$ cat src/rtl/adec_pkg.sv
package adec_pkg;
  localparam int unsigned ADDR_W  = 32;
  localparam int unsigned PAGE_LG = 12;
  localparam int unsigned N_FIXED = 12;

  localparam int unsigned IDX_EXT      = 0;
  localparam int unsigned IDX_SEC_S    = 1;
  localparam int unsigned IDX_SEC_NS   = 2;
  localparam int unsigned IDX_TMR_A    = 3;
  localparam int unsigned IDX_TMR_B    = 4;
  localparam int unsigned IDX_DUAL     = 5;
  localparam int unsigned IDX_SLOW_TMR = 6;
  localparam int unsigned IDX_SYSINFO  = 7;
  localparam int unsigned IDX_SYSCTL   = 8;
  localparam int unsigned IDX_WD_SLOW  = 9;
  localparam int unsigned IDX_WD_NS    = 10;
  localparam int unsigned IDX_WD_S     = 11;

  typedef logic [ADDR_W-1:0] addr_t;

  localparam addr_t SRAM_BASE  = 32'h2000_0000;
  localparam addr_t PCREG_BASE = 32'h5008_3000;

  // Mirror windows 1, 3 and 5 fold onto 0, 2 and 4 by clearing bit 28.
  function automatic addr_t fold_mirror(addr_t a);
    addr_t f;
    f = a;
    if (a[31:28] == 4'h1 || a[31:28] == 4'h3 || a[31:28] == 4'h5) f[28] = 1'b0;
    return f;
  endfunction

  function automatic addr_t fixed_base(int unsigned k);
    case (k)
      IDX_SEC_S:    return 32'h5008_0000;
      IDX_SEC_NS:   return 32'h4008_0000;
      IDX_TMR_A:    return 32'h4000_0000;
      IDX_TMR_B:    return 32'h4000_1000;
      IDX_DUAL:     return 32'h4000_2000;
      IDX_SLOW_TMR: return 32'h4002_F000;
      IDX_SYSINFO:  return 32'h4002_0000;
      IDX_SYSCTL:   return 32'h5002_1000;
      IDX_WD_SLOW:  return 32'h5002_E000;
      IDX_WD_NS:    return 32'h4008_1000;
      IDX_WD_S:     return 32'h5008_1000;
      default:      return '0;
    endcase
  endfunction

  // Pages that only exist in the high mirror window and override it.
  function automatic logic fixed_hi_only(int unsigned k);
    return (k == IDX_SEC_S) || (k == IDX_SYSCTL) || (k == IDX_WD_SLOW) || (k == IDX_WD_S);
  endfunction

  function automatic logic same_page(addr_t a, addr_t base);
    return a[ADDR_W-1:PAGE_LG] == base[ADDR_W-1:PAGE_LG];
  endfunction

  function automatic addr_t keep_low(addr_t a, int unsigned lg);
    return a & ((addr_t'(1) << lg) - addr_t'(1));
  endfunction

  function automatic addr_t bank_base(int unsigned i, int unsigned lg);
    return SRAM_BASE + (addr_t'(i) << lg);
  endfunction

  function automatic addr_t pcreg_base(int unsigned i);
    return PCREG_BASE + (addr_t'(i) << PAGE_LG);
  endfunction
endpackage

$ cat src/rtl/adec_fixed_match.sv
module adec_fixed_match
  import adec_pkg::*;
(
  input  addr_t              raw_addr,
  input  addr_t              fold_addr,
  output logic [N_FIXED-1:0] hi_hit,
  output logic [N_FIXED-1:0] lo_hit
);
  assign hi_hit[IDX_EXT] = 1'b0;
  assign lo_hit[IDX_EXT] = 1'b0;

  for (genvar k = 1; k < N_FIXED; k++) begin : g_dev
    localparam addr_t BASE = fixed_base(k);
    if (fixed_hi_only(k)) begin : g_hi
      assign hi_hit[k] = same_page(raw_addr, BASE);
      assign lo_hit[k] = 1'b0;
    end else begin : g_lo
      assign hi_hit[k] = 1'b0;
      assign lo_hit[k] = same_page(fold_addr, BASE);
    end
  end
endmodule

$ cat src/rtl/adec_bank_match.sv
module adec_bank_match
  import adec_pkg::*;
#(
  parameter int unsigned NUM_BANKS = 4,
  parameter int unsigned BANK_AW   = 15
) (
  input  addr_t                raw_addr,
  input  addr_t                fold_addr,
  output logic [NUM_BANKS-1:0] sram_hit,
  output logic [NUM_BANKS-1:0] pc_hit
);
  for (genvar i = 0; i < NUM_BANKS; i++) begin : g_bank
    localparam addr_t SBASE = bank_base(i, BANK_AW);
    localparam addr_t PBASE = pcreg_base(i);
    assign sram_hit[i] = (fold_addr[ADDR_W-1:BANK_AW] == SBASE[ADDR_W-1:BANK_AW]);
    assign pc_hit[i]   = same_page(raw_addr, PBASE);
  end
endmodule

$ cat src/rtl/alias_addr_decoder.sv
module alias_addr_decoder
  import adec_pkg::*;
#(
  parameter int unsigned NUM_BANKS = 4,
  parameter int unsigned BANK_AW   = 15
) (
  input  logic                            clk,
  input  logic                            rst_n,
  input  logic                            req_valid,
  input  logic [31:0]                     req_addr,
  output logic                            dec_valid,
  output logic [N_FIXED+2*NUM_BANKS-1:0]  dec_sel,
  output logic [31:0]                     dec_offset
);
  localparam int unsigned NT      = N_FIXED + 2 * NUM_BANKS;
  localparam int unsigned SRAM_LO = N_FIXED;
  localparam int unsigned PC_LO   = N_FIXED + NUM_BANKS;
  localparam int unsigned BANK_LG = (NUM_BANKS > 1) ? $clog2(NUM_BANKS) : 0;

  if ((32'd1 << BANK_LG) != NUM_BANKS || BANK_AW < 1 || BANK_AW > 24 - BANK_LG) begin : g_bad_cfg
    $error("alias_addr_decoder: bank count must be a power of two and BANK_AW within 1..24-log2(banks)");
  end

  function automatic logic [NT-1:0] mask_hi();
    logic [NT-1:0] m;
    m = '0;
    for (int k = 0; k < N_FIXED; k++) if (fixed_hi_only(k)) m[k] = 1'b1;
    for (int b = 0; b < NUM_BANKS; b++) m[PC_LO+b] = 1'b1;
    return m;
  endfunction

  function automatic logic [NT-1:0] mask_sram();
    logic [NT-1:0] m;
    m = '0;
    for (int b = 0; b < NUM_BANKS; b++) m[SRAM_LO+b] = 1'b1;
    return m;
  endfunction

  localparam logic [NT-1:0] HI_MASK   = mask_hi();
  localparam logic [NT-1:0] SRAM_MASK = mask_sram();
  localparam logic [NT-1:0] PAGE_MASK = ~(SRAM_MASK | NT'(1));

  addr_t                folded;
  logic [N_FIXED-1:0]   fixed_hi, fixed_lo;
  logic [NUM_BANKS-1:0] sram_hit, pc_hit;
  logic [NT-1:0]        hi_vec, lo_vec, sel_next;
  logic                 hi_any, lo_any, sram_any;
  addr_t                off_next;

  assign folded = fold_mirror(req_addr);

  adec_fixed_match u_fixed (
    .raw_addr  (req_addr),
    .fold_addr (folded),
    .hi_hit    (fixed_hi),
    .lo_hit    (fixed_lo)
  );

  adec_bank_match #(.NUM_BANKS(NUM_BANKS), .BANK_AW(BANK_AW)) u_banks (
    .raw_addr  (req_addr),
    .fold_addr (folded),
    .sram_hit  (sram_hit),
    .pc_hit    (pc_hit)
  );

  assign hi_vec   = {pc_hit, {NUM_BANKS{1'b0}}, fixed_hi};
  assign lo_vec   = {{NUM_BANKS{1'b0}}, sram_hit, fixed_lo};
  assign hi_any   = |hi_vec;
  assign lo_any   = |lo_vec;
  assign sram_any = |sram_hit;

  // Priority: region-5-only pages, then folded devices/SRAM, then external port.
  always_comb begin
    if (hi_any) begin
      sel_next = hi_vec;
      off_next = keep_low(req_addr, PAGE_LG);
    end else if (sram_any) begin
      sel_next = lo_vec;
      off_next = keep_low(folded, BANK_AW);
    end else if (lo_any) begin
      sel_next = lo_vec;
      off_next = keep_low(folded, PAGE_LG);
    end else begin
      sel_next = NT'(1);
      off_next = folded;
    end
  end

  always_ff @(posedge clk or negedge rst_n) begin
    if (!rst_n) begin
      dec_valid  <= 1'b0;
      dec_sel    <= '0;
      dec_offset <= '0;
    end else if (req_valid) begin
      dec_valid  <= 1'b1;
      dec_sel    <= sel_next;
      dec_offset <= off_next;
    end else begin
      dec_valid  <= 1'b0;
      dec_sel    <= '0;
      dec_offset <= '0;
    end
  end

  AST_SEL_ONEHOT: assert property (@(posedge clk) disable iff (!rst_n)
    dec_valid |-> $countones(dec_sel) == 1);
  AST_ONE_CYCLE: assert property (@(posedge clk) disable iff (!rst_n)
    req_valid |=> dec_valid);
  AST_IDLE_QUIET: assert property (@(posedge clk) disable iff (!rst_n)
    !req_valid |=> (dec_sel == '0 && dec_offset == '0));
  AST_HI_WINDOW_ONLY: assert property (@(posedge clk) disable iff (!rst_n)
    (dec_valid && |(dec_sel & HI_MASK)) |-> $past(req_addr[31:28]) == 4'h5);
  AST_SRAM_OFFSET: assert property (@(posedge clk) disable iff (!rst_n)
    (dec_valid && |(dec_sel & SRAM_MASK)) |-> dec_offset < (32'd1 << BANK_AW));
  AST_PAGE_OFFSET: assert property (@(posedge clk) disable iff (!rst_n)
    (dec_valid && |(dec_sel & PAGE_MASK)) |-> dec_offset < 32'h1000);
  AST_HI_EXCLUSIVE: assert property (@(posedge clk) disable iff (!rst_n)
    $onehot0(hi_vec) && $onehot0(lo_vec));
endmodule

$ cat config.mk
export PLATFORM = sky130hd
export DESIGN_NAME = alias_addr_decoder
export DESIGN_NICKNAME = d
export VERILOG_FILES = /design/src/rtl/adec_pkg.sv /design/src/rtl/adec_fixed_match.sv /design/src/rtl/adec_bank_match.sv /design/src/rtl/alias_addr_decoder.sv
export SDC_FILE = /design/constraint.sdc
export NUM_CORES = 1
export LEC_CHECK = 0
export ABC_AREA = 1
export BUFFER_PORTS_ARGS = -buffer_cell sky130_fd_sc_hd__buf_2
export CORE_ASPECT_RATIO = 1.25
export CORE_MARGIN = 2
export CORE_UTILIZATION = 50
export CTS_BUF_LIST = sky130_fd_sc_hd__clkbuf_8
export CTS_CLUSTER_DIAMETER = 50
export DETAILED_ROUTE_END_ITERATION = 8
export PLACE_DENSITY_LB_ADDON = 0.25
export REMOVE_ABC_BUFFERS = 1
export SYNTH_ARGS = -nofsm -noshare
export SYNTH_HDL_FRONTEND = slang
export SYNTH_SLANG_ARGS = --single-unit
$ cat constraint.sdc
create_clock -name clk -period 0.8 [get_ports clk]
set_input_delay 0.04 -clock clk [delete_from_list [all_inputs] [get_ports clk]]
set_output_delay 0.04 -clock clk [all_outputs]
set_load 0.03 [all_outputs]
==> results of run 1 <==
-- cell families after synthesis --
kind of cell	after synthesis
flip-flops	53
buffers and inverters	46
AO/OA/AOI/OAI	3
AND/OR/NAND/NOR	142
-- timing repair --
action	CTS
pin swaps	13
setup buffers	1
endpoints found under the setup margin	76
cloned	0
endpoints found under the hold margin	71
gates resized for setup	149
hold buffers	19
-- metrics by stage --
stage / worst slack, ns / cell area (um2) / hold slack, ns / utilization
2_1_floorplan: -0.576 / 2150 / -0.256 / -
3_3_place_gp: -0.650 / 3060 / -0.0501 / 0.740
4_1_cts: -0.214 / 3830 / 0.00634 / 0.927
3_5_place_dp: -0.700 / 3060 / -0.0467 / 0.740
-- synthesized netlist by cell type --
library cell | n | area share
nor3_1 | 7 | 0.016
a21boi_1 | 1 | 0.0034
buf_6 | 2 | 0.010
nand3_4 | 1 | 0.0080
nand3_1 | 10 | 0.023
nand2_2 | 1 | 0.0029
a21oi_1 | 1 | 0.0023
inv_2 | 2 | 0.0034
dfrtp_1 | 53 | 0.61
nor2_1 | 46 | 0.079
nor3_2 | 6 | 0.028
o21ai_0 | 1 | 0.0023
nand3_2 | 1 | 0.0046
nand3b_1 | 1 | 0.0034
nand2_4 | 1 | 0.0052
nand2_1 | 60 | 0.10
nor2_2 | 6 | 0.017
nand4_1 | 1 | 0.0029
inv_1 | 39 | 0.067
clkbuf_1 | 3 | 0.0052
and2_4 | 1 | 0.0040
==> results.md, run 1 <==
- Die height: slightly below 80 um
- Placer Congestion: 0.920
- Failed at: 5_1_grt
- Worst endpoint, post-GRT repair: dec_offset[17]$_DFF_PN0_/D
- Die X: 63.1 um
- Pin count of the biggest net entering global routing: 26
- TritonCTS buffer count: 5
- Worst-path endpoint category: register data pin
- Distinct cells, synth: 21
- Clock tree sinks: 53
- Mapped Cells: 244
- CTS H-Tree Depth: 2
- Synth Area in Compound Gates: 0.00804
- XOR/XNOR Fraction of Synth Area: 0
- CTS Buffer Depth: 2
- Initial Util: 0.528
- Num rows: 26
- Seq/Total Area, Yosys: 0.608
- Root Driver: clkbuf_8
- Port buffer count: 87
- Outcome: aborted with a tool error
- IO Pins: 88
- Detailed Place HPWL: 3.90 mm
- Fraction of the mapped netlist area in adder cells: 0
- Synth Register Bits: 53
- Synth Area in Simple Gates: 0.297
- Largest family of logic cells by synthesized area: simple AND/OR/NAND/NOR gates
- Syn. warnings: 0
- Multiplexer area fraction after synthesis: 0
- Synth Cell Area: 2180 um2
- Dpl cells: 431
- Stop err: [ERROR DPL-0038] Utilization greater than 100%, impossible to legalize
- Avg Inst Size Synth: a little under 9 um2
==> inputs of run 2 (changes only) <==
--- a/config.mk
+++ b/config.mk
@@ -7,13 +7,10 @@
 export LEC_CHECK = 0
 export ABC_AREA = 1
 export BUFFER_PORTS_ARGS = -buffer_cell sky130_fd_sc_hd__buf_2
-export CORE_ASPECT_RATIO = 1.25
 export CORE_MARGIN = 2
-export CORE_UTILIZATION = 50
-export CTS_BUF_LIST = sky130_fd_sc_hd__clkbuf_8
-export CTS_CLUSTER_DIAMETER = 50
+export CORE_UTILIZATION = 36
 export DETAILED_ROUTE_END_ITERATION = 8
-export PLACE_DENSITY_LB_ADDON = 0.25
+export PLACE_DENSITY_LB_ADDON = 0.15
 export REMOVE_ABC_BUFFERS = 1
 export SYNTH_ARGS = -nofsm -noshare
 export SYNTH_HDL_FRONTEND = slang
==> results.md, run 2 <==
- GRT busiest layer: met2
- Net switching power: 1.45 mW
- CP Data Arrival Time: 1.24 ns
- Rel. slew slack: 0.805
- Synth Area in Simple Gates: 0.297
- Antenna-violating nets left: 0
- Global-route wire length before repair: 10.4 mm
- Pwr Density: 1330 nW/um2
- Largest register by flop count: dec_offset
- Most common cell in the netlist: nand2_1
- Multi-input logic area: 977 um2
- Combinational cell fraction of total power: 0.197
- Seq/Total Area, Yosys: 0.608
- MaxCap Viol Count: 0
- Crit-path max FO: 7
- EDFF count, synth: 0
- Final Hold Vio Count: 0
- Dpl cells: 452
- Multiplexer area fraction after synthesis: 0
- Asr flop ratio synth: 1.00
- Number of flip-flops under the largest register name: 32
- Setup slack after layout: -0.239 ns
- Wire per inst: 13.0 um
- Pint: 4.20 mW
- RSZ-0062 raised after global routing: true
- Max Freq: about 960 MHz
- Synth Cell Area: 2180 um2
- Mapped Cells: 244
- DRT iter0 DRCs: 60
- TritonCTS buffer count: 5
- Synth Area in Compound Gates: 0.00804
- Syn. warnings: 0
- Placer Congestion: 0.820
- Failing checks: setup timing
- Req. time, crit path: 1.00 ns
- Detailed Route WL: 6.43 mm
- Final period utilization: 1.30
- Yosys top cell by area: dfrtp_1
- Tmin final: 1.04 ns
- Worst slew pin tran: 0.292 ns
- XOR/XNOR Fraction of Synth Area: 0
- CORE AREA: slightly below 6000 um2
- Num rows: 28
- Post-Layout Cell Count: between 400 and 500
- GRT Util Overall: 0.209
- Die height: 81.8 um
- Startpoint types: primary input
- Ant diodes: 0
- Fraction of the mapped netlist area in adder cells: 0
- Worst min path class: primary input to flop
- Crit Path Class: primary input to flop
- Avg Inst Size Synth: 8.93 um2
- Synth top cells by count: nand2_1 (60), dfrtp_1 (53), nor2_1 (46)
- Grt ovf: 0
- Layout cell share with drive strength beyond 1: 0.577
- CTS Buffer Depth: 2
- GR Util met2: 0.369
- CTS tree: done
- Crit. End Element: flop
- Top Registers: dec_offset (32), dec_sel (20), dec_valid (1)
- Max Slew Vio Count: 0
- Root Driver: clkbuf_8
- Synth Register Bits: 53
- Leading register cell type out of synthesis: dfrtp_1
- Area Growth Syn to Fin: 94.4%
- Synth top area cells: dfrtp_1 (61%), nand2_1 (10%), nor2_1 (7.9%)
- Final setup fails: 74
- DR DRC count: 0
- Commonest cells after routing, fill and taps aside: buf_6 (65), buf_4 (62), dfrtp_1 (53)
- Port buffer count: 87
- Fillcell total: 421
- Clock tree sinks: 53
- Routed via count: 2162
- Overall power: 5.65 mW
- Dpl ws: -0.677 ns
- Clock Pin Slew Worst Setup and Hold Paths: 0.09 ns
- Pleak: approximately 2.3 nW
- Post-route cell area: 4240 um2
- Setup TNS: -7.89 ns
- Vias in the first global route: about 2300
- Die area: between 6000 and 7000 um2
- Seq. cell area: about 1300 um2
- Commonest non-fill, non-tap cell in the layout: buf_6
- Outcome: finished, violations left
- Switching share of power: 0.256
- Distinct cells, synth: 21
- Pin count of the biggest net entering global routing: 54
- Vias per cell: around 4.4
- Largest family of logic cells by synthesized area: simple AND/OR/NAND/NOR gates
- Maximum VDD drop: 0.725 mV
- GR Util met3: 0.0451
- Antenna violations before repair: 0
- Clock share of power: 0.306
- Sequential share of power: 0.497
- Iteration count of the initial detailed-routing pass: 4
- Grt met1 use: 0.248
- Nets: around 450
- Hold Path Cell Cnt: 4
- CTS H-Tree Depth: 2
- Die X: 81.8 um
- IO Pins: 88
- Yosys top cell area share: 0.608
- Detailed Place HPWL: 4.02 mm
- Initial Util: 0.370
- Dpl cell area: 3080 um2
run 2: cell counts after synthesis:
No cell type changed its count.
run 2: power groups by stage:
stage / Sequential (mW) / Combinational (mW) / Clock [mW]
finish: 2.81 / 1.11 / 1.73
global route: 2.82 / 1.21 / 1.89
floorplan: 3.02 / 0.159 / 0
CTS: 2.80 / 1.04 / 1.80
global placement: 2.83 / 0.774 / 0
detailed placement: 2.83 / 0.780 / 0
run 2: metal layers:
metal / routed length [um] / vias up / share of wire
met1: 2430 / 1029 / 0.38
met3: 283 / 10 / 0.044
li1: - / 1070 / -
met4: 129 / 0 / 0.020
met2: 3590 / 53 / 0.56
met5: 0 / - / 0
run 2: cell families (layout without fill, tap and decap cells):
kind of cell    after synthesis  in the layout
compound gates                3              3
simple gates                142            142
flops                        53             53
buf+inv                      46            220
run 2: final timing paths:
check / slack [ns] / start / endpoint
max in group asynchronous: 0.29 / rst_n / dec_offset[26]
worst max-delay path: -0.24 / req_addr[25] / dec_sel[7]
min in group asynchronous: 0.25 / rst_n / dec_offset[5]
worst min-delay path: 0.02 / req_addr[25] / dec_offset[25]
run 2: repair_timing:
action                                 in CTS  in global routing
setup endpoints to repair                  79                 81
hold buffers                               21                  0
buffers inserted                           10                  3
pin swaps                                  19                 24
gates cloned                                0                  1
endpoints found under the hold margin      73                  0
resized for setup                         173                 45
run 2: area by class of cell:
class                   count  share of cell area
multi-input cells         145               0.231
clock inverters             2             0.00827
well taps                  75              0.0221
clock buffers               5              0.0162
inverters                  41              0.0375
flip-flops and latches     53               0.313
repair buffers            172               0.372
run 2: worst max-delay path, cell delays in order:
cell	delay, ns
buf_6	0.10
nor2_4	0.11
nand2_4	0.07
nor2_4	0.17
buf_4	0.15
nand3_4	0.10
nor2_4	0.10
nor2_2	0.05
nand3_4	0.10
inv_4	0.06
nand2_4	0.12
nor2_2	0.05
run 2: stage by stage:
step / hold WS [ns] / utilization
floorplan: -0.256 / -
global placement: 0.0515 / 0.524
detailed placement: 0.0554 / 0.524
CTS: 0.00887 / 0.687
global route: 0.0209 / 0.720
finish: 0.0173 / 0.720
Note: power is estimated with default switching activity, not from simulation.
